==> src/rtl/cplx_alu_pkg.sv <==
package cplx_alu_pkg;

    typedef enum logic [1:0] {
        OP_ADD = 2'b00,
        OP_SUB = 2'b01,
        OP_MUL = 2'b10,
        OP_NOP = 2'b11
    } cplx_op_e;

    typedef enum logic [3:0] {
        ST_IDLE,
        ST_ADD_RE,
        ST_ADD_IM,
        ST_ISS_1,
        ST_ISS_2,
        ST_WAIT,
        ST_GRAB_1,
        ST_GRAB_2,
        ST_COMB,
        ST_FINISH
    } seq_state_e;

    // Control word driven by the sequencer each cycle
    typedef struct packed {
        logic ld_ops;       // register operands and opcode
        logic clr_res;      // zero both results
        logic mul_issue;    // a product enters the multiplier
        logic mul_x_im;     // multiplier x: 0 = A, 1 = B
        logic mul_y_im;     // multiplier y: 0 = C, 1 = D
        logic alu_from_pp;  // adder sources: 0 = operands, 1 = partial products
        logic alu_im;       // operand adder sources: 0 = real parts, 1 = imaginary
        logic alu_sub;      // adder computes x - y
        logic ld_pp0;       // capture multiplier output into partial 0
        logic ld_pp1;       // capture multiplier output into partial 1
        logic ld_re;        // capture adder output into real result
        logic ld_im;        // capture adder output into imaginary result
    } ctl_t;

endpackage

==> src/rtl/cplx_pipe_mult.sv <==
module cplx_pipe_mult #(
    parameter int DW     = 8,
    parameter int STAGES = 3
) (
    input  logic                     clk,
    input  logic                     rst_n,
    input  logic                     issue,
    input  logic signed [DW-1:0]     x,
    input  logic signed [DW-1:0]     y,
    output logic signed [2*DW-1:0]   prod,
    output logic                     prod_vld
);
    localparam int PW = 2 * DW;

    logic signed [PW-1:0] raw;
    logic signed [PW-1:0] stage_d [STAGES];
    logic                 stage_v [STAGES];

    // Single signed multiplier; the register chain behind it can be retimed into it
    assign raw = x * y;

    always_ff @(posedge clk or negedge rst_n) begin
        if (!rst_n) begin
            for (int i = 0; i < STAGES; i++) begin
                stage_d[i] <= '0;
                stage_v[i] <= 1'b0;
            end
        end else begin
            stage_d[0] <= raw;
            stage_v[0] <= issue;
            for (int i = 1; i < STAGES; i++) begin
                stage_d[i] <= stage_d[i-1];
                stage_v[i] <= stage_v[i-1];
            end
        end
    end

    assign prod     = stage_d[STAGES-1];
    assign prod_vld = stage_v[STAGES-1];

endmodule

==> src/rtl/cplx_addsub.sv <==
module cplx_addsub #(
    parameter int RW = 17
) (
    input  logic signed [RW-1:0] x,
    input  logic signed [RW-1:0] y,
    input  logic                 sub,
    output logic signed [RW-1:0] sum
);
    logic signed [RW-1:0] y_eff;

    // One carry chain: subtraction by inverting y and injecting a carry
    always_comb begin
        y_eff = sub ? ~y : y;
        sum   = x + y_eff + {{(RW-1){1'b0}}, sub};
    end

endmodule

==> src/rtl/cplx_seq_ctrl.sv <==
module cplx_seq_ctrl
    import cplx_alu_pkg::*;
#(
    parameter int MUL_STAGES = 3
) (
    input  logic       clk,
    input  logic       rst_n,
    input  logic       start,
    input  logic [1:0] opcode,
    output ctl_t       ctl,
    output logic [1:0] cur_op,
    output logic       busy,
    output logic       done
);
    localparam int WAIT_CYC = MUL_STAGES - 2;
    localparam int CW       = $clog2(MUL_STAGES) + 1;
    localparam logic [CW-1:0] WAIT_LOAD = CW'((WAIT_CYC > 0) ? (WAIT_CYC - 1) : 0);

    seq_state_e state_q, state_d;
    cplx_op_e   op_q;
    logic       second_q;
    logic [CW-1:0] wait_q;
    logic       accept;

    assign accept = (state_q == ST_IDLE) && start;

    // State register and sequencing counters
    always_ff @(posedge clk or negedge rst_n) begin
        if (!rst_n) begin
            state_q  <= ST_IDLE;
            op_q     <= OP_ADD;
            second_q <= 1'b0;
            wait_q   <= '0;
        end else begin
            state_q <= state_d;
            if (accept) begin
                op_q     <= cplx_op_e'(opcode);
                second_q <= 1'b0;
            end
            if (state_q == ST_COMB) begin
                second_q <= 1'b1;
            end
            if (state_q == ST_ISS_2) begin
                wait_q <= WAIT_LOAD;
            end else if (state_q == ST_WAIT) begin
                wait_q <= wait_q - 1'b1;
            end
        end
    end

    // Next-state logic
    always_comb begin
        state_d = state_q;
        unique case (state_q)
            ST_IDLE: begin
                if (start) begin
                    unique case (cplx_op_e'(opcode))
                        OP_ADD, OP_SUB: state_d = ST_ADD_RE;
                        OP_MUL:         state_d = ST_ISS_1;
                        default:        state_d = ST_FINISH;
                    endcase
                end
            end
            ST_ADD_RE: state_d = ST_ADD_IM;
            ST_ADD_IM: state_d = ST_FINISH;
            ST_ISS_1:  state_d = ST_ISS_2;
            ST_ISS_2:  state_d = (WAIT_CYC > 0) ? ST_WAIT : ST_GRAB_1;
            ST_WAIT:   state_d = (wait_q == '0) ? ST_GRAB_1 : ST_WAIT;
            ST_GRAB_1: state_d = ST_GRAB_2;
            ST_GRAB_2: state_d = ST_COMB;
            ST_COMB:   state_d = second_q ? ST_FINISH : ST_ISS_1;
            ST_FINISH: state_d = ST_IDLE;
            default:   state_d = ST_IDLE;
        endcase
    end

    // Output logic: control word, busy and done
    always_comb begin
        ctl  = '0;
        busy = (state_q != ST_IDLE);
        done = (state_q == ST_FINISH);
        unique case (state_q)
            ST_IDLE: begin
                ctl.ld_ops  = start;
                ctl.clr_res = start && (cplx_op_e'(opcode) == OP_NOP);
            end
            ST_ADD_RE: begin
                ctl.alu_sub = (op_q == OP_SUB);
                ctl.ld_re   = 1'b1;
            end
            ST_ADD_IM: begin
                ctl.alu_im  = 1'b1;
                ctl.alu_sub = (op_q == OP_SUB);
                ctl.ld_im   = 1'b1;
            end
            ST_ISS_1: begin
                // AC on the first pair, AD on the second
                ctl.mul_issue = 1'b1;
                ctl.mul_x_im  = 1'b0;
                ctl.mul_y_im  = second_q;
            end
            ST_ISS_2: begin
                // BD on the first pair, BC on the second
                ctl.mul_issue = 1'b1;
                ctl.mul_x_im  = 1'b1;
                ctl.mul_y_im  = !second_q;
            end
            ST_GRAB_1: ctl.ld_pp0 = 1'b1;
            ST_GRAB_2: ctl.ld_pp1 = 1'b1;
            ST_COMB: begin
                ctl.alu_from_pp = 1'b1;
                ctl.alu_sub     = !second_q;
                ctl.ld_re       = !second_q;
                ctl.ld_im       = second_q;
            end
            default: ;
        endcase
    end

    assign cur_op = op_q;

    // done is a single-cycle strobe followed by idle
    p_done_pulse_r7: assert property (@(posedge clk) disable iff (!rst_n)
        done |=> (!done && !busy));

    // once busy, it only drops after a done cycle
    p_busy_hold_r7: assert property (@(posedge clk) disable iff (!rst_n)
        (busy && !done) |=> busy);

    // opcode 3 finishes right after acceptance
    p_nop_fast_r4: assert property (@(posedge clk) disable iff (!rst_n)
        (!busy && start && (opcode == 2'b11)) |=> done);

    // add and subtract end three edges after acceptance
    p_addsub_lat_r5: assert property (@(posedge clk) disable iff (!rst_n)
        (done && (op_q == OP_ADD || op_q == OP_SUB)) |-> $past(start && !busy, 3));

endmodule

==> src/rtl/cplx_serial_alu.sv <==
module cplx_serial_alu
    import cplx_alu_pkg::*;
#(
    parameter int DW         = 8,
    parameter int MUL_STAGES = 3
) (
    input  logic                     clk,
    input  logic                     rst_n,
    input  logic                     start,
    input  logic [1:0]               opcode,
    input  logic signed [DW-1:0]     a_re,
    input  logic signed [DW-1:0]     a_im,
    input  logic signed [DW-1:0]     b_re,
    input  logic signed [DW-1:0]     b_im,
    output logic                     busy,
    output logic                     done,
    output logic signed [2*DW:0]     res_re,
    output logic signed [2*DW:0]     res_im
);
    localparam int PW = 2 * DW;
    localparam int RW = 2 * DW + 1;

    ctl_t       ctl;
    logic [1:0] cur_op;

    logic signed [DW-1:0] ar_q, ai_q, br_q, bi_q;
    logic signed [PW-1:0] pp0_q, pp1_q;
    logic signed [RW-1:0] re_q, im_q;

    logic signed [DW-1:0] mul_x, mul_y;
    logic signed [PW-1:0] prod;
    logic                 prod_vld;
    logic signed [DW-1:0] opnd_x, opnd_y;
    logic signed [RW-1:0] alu_x, alu_y, alu_sum;

    cplx_seq_ctrl #(
        .MUL_STAGES (MUL_STAGES)
    ) u_ctrl (
        .clk    (clk),
        .rst_n  (rst_n),
        .start  (start),
        .opcode (opcode),
        .ctl    (ctl),
        .cur_op (cur_op),
        .busy   (busy),
        .done   (done)
    );

    // Operand multiplexers into the shared multiplier
    always_comb begin
        mul_x = ctl.mul_x_im ? ai_q : ar_q;
        mul_y = ctl.mul_y_im ? bi_q : br_q;
    end

    cplx_pipe_mult #(
        .DW     (DW),
        .STAGES (MUL_STAGES)
    ) u_mult (
        .clk      (clk),
        .rst_n    (rst_n),
        .issue    (ctl.mul_issue),
        .x        (mul_x),
        .y        (mul_y),
        .prod     (prod),
        .prod_vld (prod_vld)
    );

    // Operand multiplexers into the shared adder/subtracter
    always_comb begin
        opnd_x = ctl.alu_im ? ai_q : ar_q;
        opnd_y = ctl.alu_im ? bi_q : br_q;
        if (ctl.alu_from_pp) begin
            alu_x = {{(RW-PW){pp0_q[PW-1]}}, pp0_q};
            alu_y = {{(RW-PW){pp1_q[PW-1]}}, pp1_q};
        end else begin
            alu_x = {{(RW-DW){opnd_x[DW-1]}}, opnd_x};
            alu_y = {{(RW-DW){opnd_y[DW-1]}}, opnd_y};
        end
    end

    cplx_addsub #(
        .RW (RW)
    ) u_addsub (
        .x   (alu_x),
        .y   (alu_y),
        .sub (ctl.alu_sub),
        .sum (alu_sum)
    );

    // Operand, partial-product and result registers
    always_ff @(posedge clk or negedge rst_n) begin
        if (!rst_n) begin
            ar_q  <= '0;
            ai_q  <= '0;
            br_q  <= '0;
            bi_q  <= '0;
            pp0_q <= '0;
            pp1_q <= '0;
            re_q  <= '0;
            im_q  <= '0;
        end else begin
            if (ctl.ld_ops) begin
                ar_q <= a_re;
                ai_q <= a_im;
                br_q <= b_re;
                bi_q <= b_im;
            end
            if (ctl.ld_pp0) pp0_q <= prod;
            if (ctl.ld_pp1) pp1_q <= prod;
            if (ctl.clr_res) begin
                re_q <= '0;
                im_q <= '0;
            end else begin
                if (ctl.ld_re) re_q <= alu_sum;
                if (ctl.ld_im) im_q <= alu_sum;
            end
        end
    end

    assign res_re = re_q;
    assign res_im = im_q;

    // partial products are taken only when the pipeline presents a valid one
    p_grab_valid_r6: assert property (@(posedge clk) disable iff (!rst_n)
        (ctl.ld_pp0 || ctl.ld_pp1) |-> prod_vld);

    // registered operands do not move during an operation
    p_ops_hold_r8: assert property (@(posedge clk) disable iff (!rst_n)
        busy |=> ($stable(ar_q) && $stable(ai_q) && $stable(br_q) && $stable(bi_q)));

    // opcode 3 reports zero results
    p_nop_zero_r4: assert property (@(posedge clk) disable iff (!rst_n)
        (done && (cur_op == 2'b11)) |-> (res_re == '0 && res_im == '0));

    // results hold while idle and no request arrives
    p_res_hold_r9: assert property (@(posedge clk) disable iff (!rst_n)
        (!busy && !start) |=> ($stable(res_re) && $stable(res_im)));

endmodule

==> config.mk <==
export PLATFORM = sky130hd
export DESIGN_NAME = cplx_serial_alu
export DESIGN_NICKNAME = d
export VERILOG_FILES = /design/src/rtl/cplx_alu_pkg.sv /design/src/rtl/cplx_pipe_mult.sv /design/src/rtl/cplx_addsub.sv /design/src/rtl/cplx_seq_ctrl.sv /design/src/rtl/cplx_serial_alu.sv
export SDC_FILE = /design/constraint.sdc
export NUM_CORES = 1
export LEC_CHECK = 0
export ABC_AREA = 1
export ABC_CLOCK_PERIOD_IN_PS = 4900
export BUFFER_PORTS_ARGS = -buffer_cell sky130_fd_sc_hd__buf_2
export CORE_MARGIN = 3
export CORE_UTILIZATION = 50
export DETAILED_ROUTE_END_ITERATION = 16
export PLACE_DENSITY = 0.81
export SKIP_CTS_REPAIR_TIMING = 1
export SLEW_MARGIN = 30
export SYNTH_ARGS = -nofsm -noshare
export SYNTH_HDL_FRONTEND = slang
export SYNTH_SLANG_ARGS = --single-unit
==> constraint.sdc <==
create_clock -name clk -period 4.9 [get_ports clk]
set_input_delay 1.47 -clock clk [delete_from_list [all_inputs] [get_ports clk]]
set_output_delay 1.47 -clock clk [all_outputs]
set_load 0.02 [all_outputs]
==> reports/summary.txt <==
Initial antenna violation count = 0
Flop-to-flop setup slack = -170 ps
Core area = 18300 um2
I/O pin count = 73
Share of cells above drive strength 1 = 23.2%
Ys Warns = 0
Most common cell after layout, fill and taps aside = nand2_1
Setup CP Type = flip-flop to flip-flop
Fill count = 1455
Worst Setup Start Kind = flip-flop
CTS Root Cell = clkbuf_16
Antenna-violating nets left = 0
Final hold vios = 0
Hold Crit Class = flip-flop to flip-flop
FMAX = 0.197 GHz
Ys async rst share = 100%
CTS tree = yes
Final instance area = 11600 um2
Placed Instances = 1452
First-pass DRT Iterations = 6
Syn Nets = 1244
CTS max path bufs = 2
Worst reg2reg path depth = 24
MaxCap Viol Count = 0
GRT Util Overall = 22.5%
Reg-to-reg critical path startpoint = u_ctrl.state_q[3]
Max-slew headroom = 37.9%
Skew-Pair Late Insertion Delay = 430 ps
Routed len/inst = 14.7 um
Hold path depth = 0
CTS buffer count = 17
Clock Pin Slew Worst Setup and Hold Paths = 70 ps
Final Slew Violations = 0
H-Tree Depth = 4
Final layout net count = 1396
Initial core utilization = 51.6%
Via count = 7797
Critical Path End Type = flip-flop
Most frequent cells in the layout = 270 x nand2_1, 155 x dfrtp_1, 150 x inv_1, 100 x o21ai_0, 84 x buf_4
Util after Layout = 63.6%
Post-synth EDFFs = 0
# port buffers = 72
Main synth FF type = dfrtp_1
Area after DPL = 10700 um2
#FFs+latches synth = 156
Worst Path Max Fanout = 7
Cells after Synth = 1105
Top cell by count, worst path = fa_1
Residual DRC = 0
First-pass GRT wire length = 37100 um
Worst Skew = 11.0 ps
R2r endpoint = u_mult.stage_d[47]
Min-Delay Startpoint = u_mult.stage_d[19]
Vias in the first global route = 7843
Min-Delay Endpoint = u_mult.prod[3]
Critical-path top delay cell = fa_1
Grt total ovfl = 0
Final Cycle Share = 103%
RSZ-0062 raised after global routing = true
Ant. Diodes = 0
Final setup vio count = 5
Die Wd = 143 um
Seq/Total Area, Yosys = 41.4%
Largest net degree at the start of global routing = 120
Synthesized cell area = 9440 um2
Clk sinks = 156
Initial detailed-routing violation count = 611
Layout Cells excl Fill = 1499
Rows = 49
Post-Syn Area per Cell = 8.54 um2
Die Ht = 143 um
Tmin final = 5070 ps
Status = complete, but fails checks
Total Wirelength = 22100 um
Via-to-Cell Ratio = 5.20
CP required = 5260 ps
Critical Path, Cell by Cell = nor2_4 -> inv_2 -> nor2_4 -> clkinvlp_4 -> buf_4 -> o21ai_1 -> buf_4 -> clkinvlp_4 -> nor2_4 -> fa_1 -> fa_1 -> fa_1 -> inv_1 -> fa_1 -> inv_1 -> ha_4 -> a21oi_1 -> o21ai_1 -> a21oi_2 -> o21ai_2 -> a21oi_1 -> nor2_1 -> nor2_1 -> xor2_1
Worst hold slack = 338 ps
Crit path largest cell delay = 520 ps
Worst Tran Pin Value = 931 ps
Violated checks = negative setup slack
Final GP Congestion = 0.923
Area grow syn2layout = 23.2%
Synth cell types = 44
Critical Path AT = 5420 ps
Setup WS post-layout = -168 ps
Die area = 20600 um2
DP HPWL = 16200 um
-- critical path, delay by kind of cell (launching register included) --
kind                     cells  cell delay [ps]
XOR/XNOR                     1              160
adder cells (fa/ha/maj)      5             2120
AND/OR/NAND/NOR              5              580
AO/OA/AOI/OAI                6              740
buffers and inverters        7              940
flip-flops                   1              440
-- synth_stat cells, types with 2 or more instances --
| master | n | share of area (%) |
|---|---|---|
| o211ai_1 | 6 | 0.48 |
| a21o_1 | 3 | 0.24 |
| o22ai_1 | 3 | 0.20 |
| o21ai_1 | 11 | 0.58 |
| a21oi_1 | 25 | 1.3 |
| nor2_1 | 85 | 3.4 |
| nand3_1 | 26 | 1.4 |
| nor3_1 | 5 | 0.27 |
| o21bai_1 | 2 | 0.16 |
| nand4_1 | 10 | 0.66 |
| dfrtp_1 | 156 | 41 |
| xor2_1 | 29 | 2.7 |
| nand2_1 | 278 | 11 |
| nand2_2 | 3 | 0.20 |
| xnor2_1 | 9 | 0.84 |
| o21ai_2 | 5 | 0.46 |
| or2_1 | 4 | 0.27 |
| fa_1 | 56 | 12 |
| o21ai_0 | 110 | 5.8 |
| buf_2 | 11 | 0.58 |
| a31oi_1 | 4 | 0.27 |
| ha_1 | 46 | 6.1 |
| clkbuf_1 | 16 | 0.64 |
| nor4_1 | 2 | 0.13 |
| inv_1 | 171 | 6.8 |
| inv_2 | 5 | 0.20 |
| nor2_2 | 7 | 0.46 |
-- through the flow --
stage | setup TNS [ps] | worst slack (ps)
global route | -2060 | -443
CTS | -613 | -198
floorplan | 0 | 4.38
finish | -588 | -168
global placement | -60.4 | -38.5
detailed placement | -414 | -180
-- metal layers --
layer / vias to the layer above / wire, um / GRT usage, %
met5: - / 0 / 0
met4: 0 / 497 / 7.48
met3: 44 / 1260 / 4.66
met2: 222 / 11000 / 38.5
met1: 3767 / 9270 / 28.8
li1: 3764 / - / -
-- kinds of logic (layout without fill, tap and decap cells) --
kind of cell | Yosys count | in the layout | share of synthesized area (%)
adder cells (fa/ha/maj) | 102 | 102 | 18.0
XOR/XNOR | 38 | 38 | 3.53
flip-flops | 156 | 156 | 41.4
AO/OA/AOI/OAI | 178 | 178 | 10.4
multiplexers | 1 | 1 | 0.106
AND/OR/NAND/NOR | 423 | 423 | 18.0
buffers and inverters | 207 | 372 | 8.51
-- cell type report --
cell class / instances / area (um2) / share of cell area, %
Clock buffer: 18 / 439 / 3.78
Clock inverter: 14 / 135 / 1.16
Inverter: 177 / 679 / 5.84
Multi-Input combinational cell: 742 / 5080 / 43.7
Sequential cell: 156 / 3910 / 33.6
Tap cell: 229 / 287 / 2.46
Timing Repair Buffer: 163 / 1100 / 9.48
-- sequential cells by signal, indices dropped and copies added (netlist names), 3 cells and up --
| register | count |
|---|---|
| u_ctrl.state_q | 4 |
| bi_q | 8 |
| pp0_q | 16 |
| res_re | 17 |
| pp1_q | 16 |
| u_mult.stage_d | 32 |
| res_im | 17 |
| u_ctrl.wait_q | 3 |
| ar_q | 8 |
| u_mult.prod | 16 |
| ai_q | 8 |
| br_q | 8 |
-- how the worst max path moves through the flow --
stage,start,to,slack (ps),depth (start not counted)
floorplan,u_ctrl.state_q[3],u_mult.stage_d[47],4,25
global placement,u_ctrl.state_q[3],u_mult.stage_d[47],-40,26
detailed placement,u_ctrl.state_q[3],u_mult.stage_d[47],-180,26
CTS,u_ctrl.state_q[3],u_mult.stage_d[47],-200,26
global route,u_ctrl.state_q[0],u_mult.stage_d[47],-440,25
finish,u_ctrl.state_q[3],u_mult.stage_d[47],-170,24
Power is not shown: default switching activity piles up to over one toggle a cycle in this logic, so the estimate is an artifact.
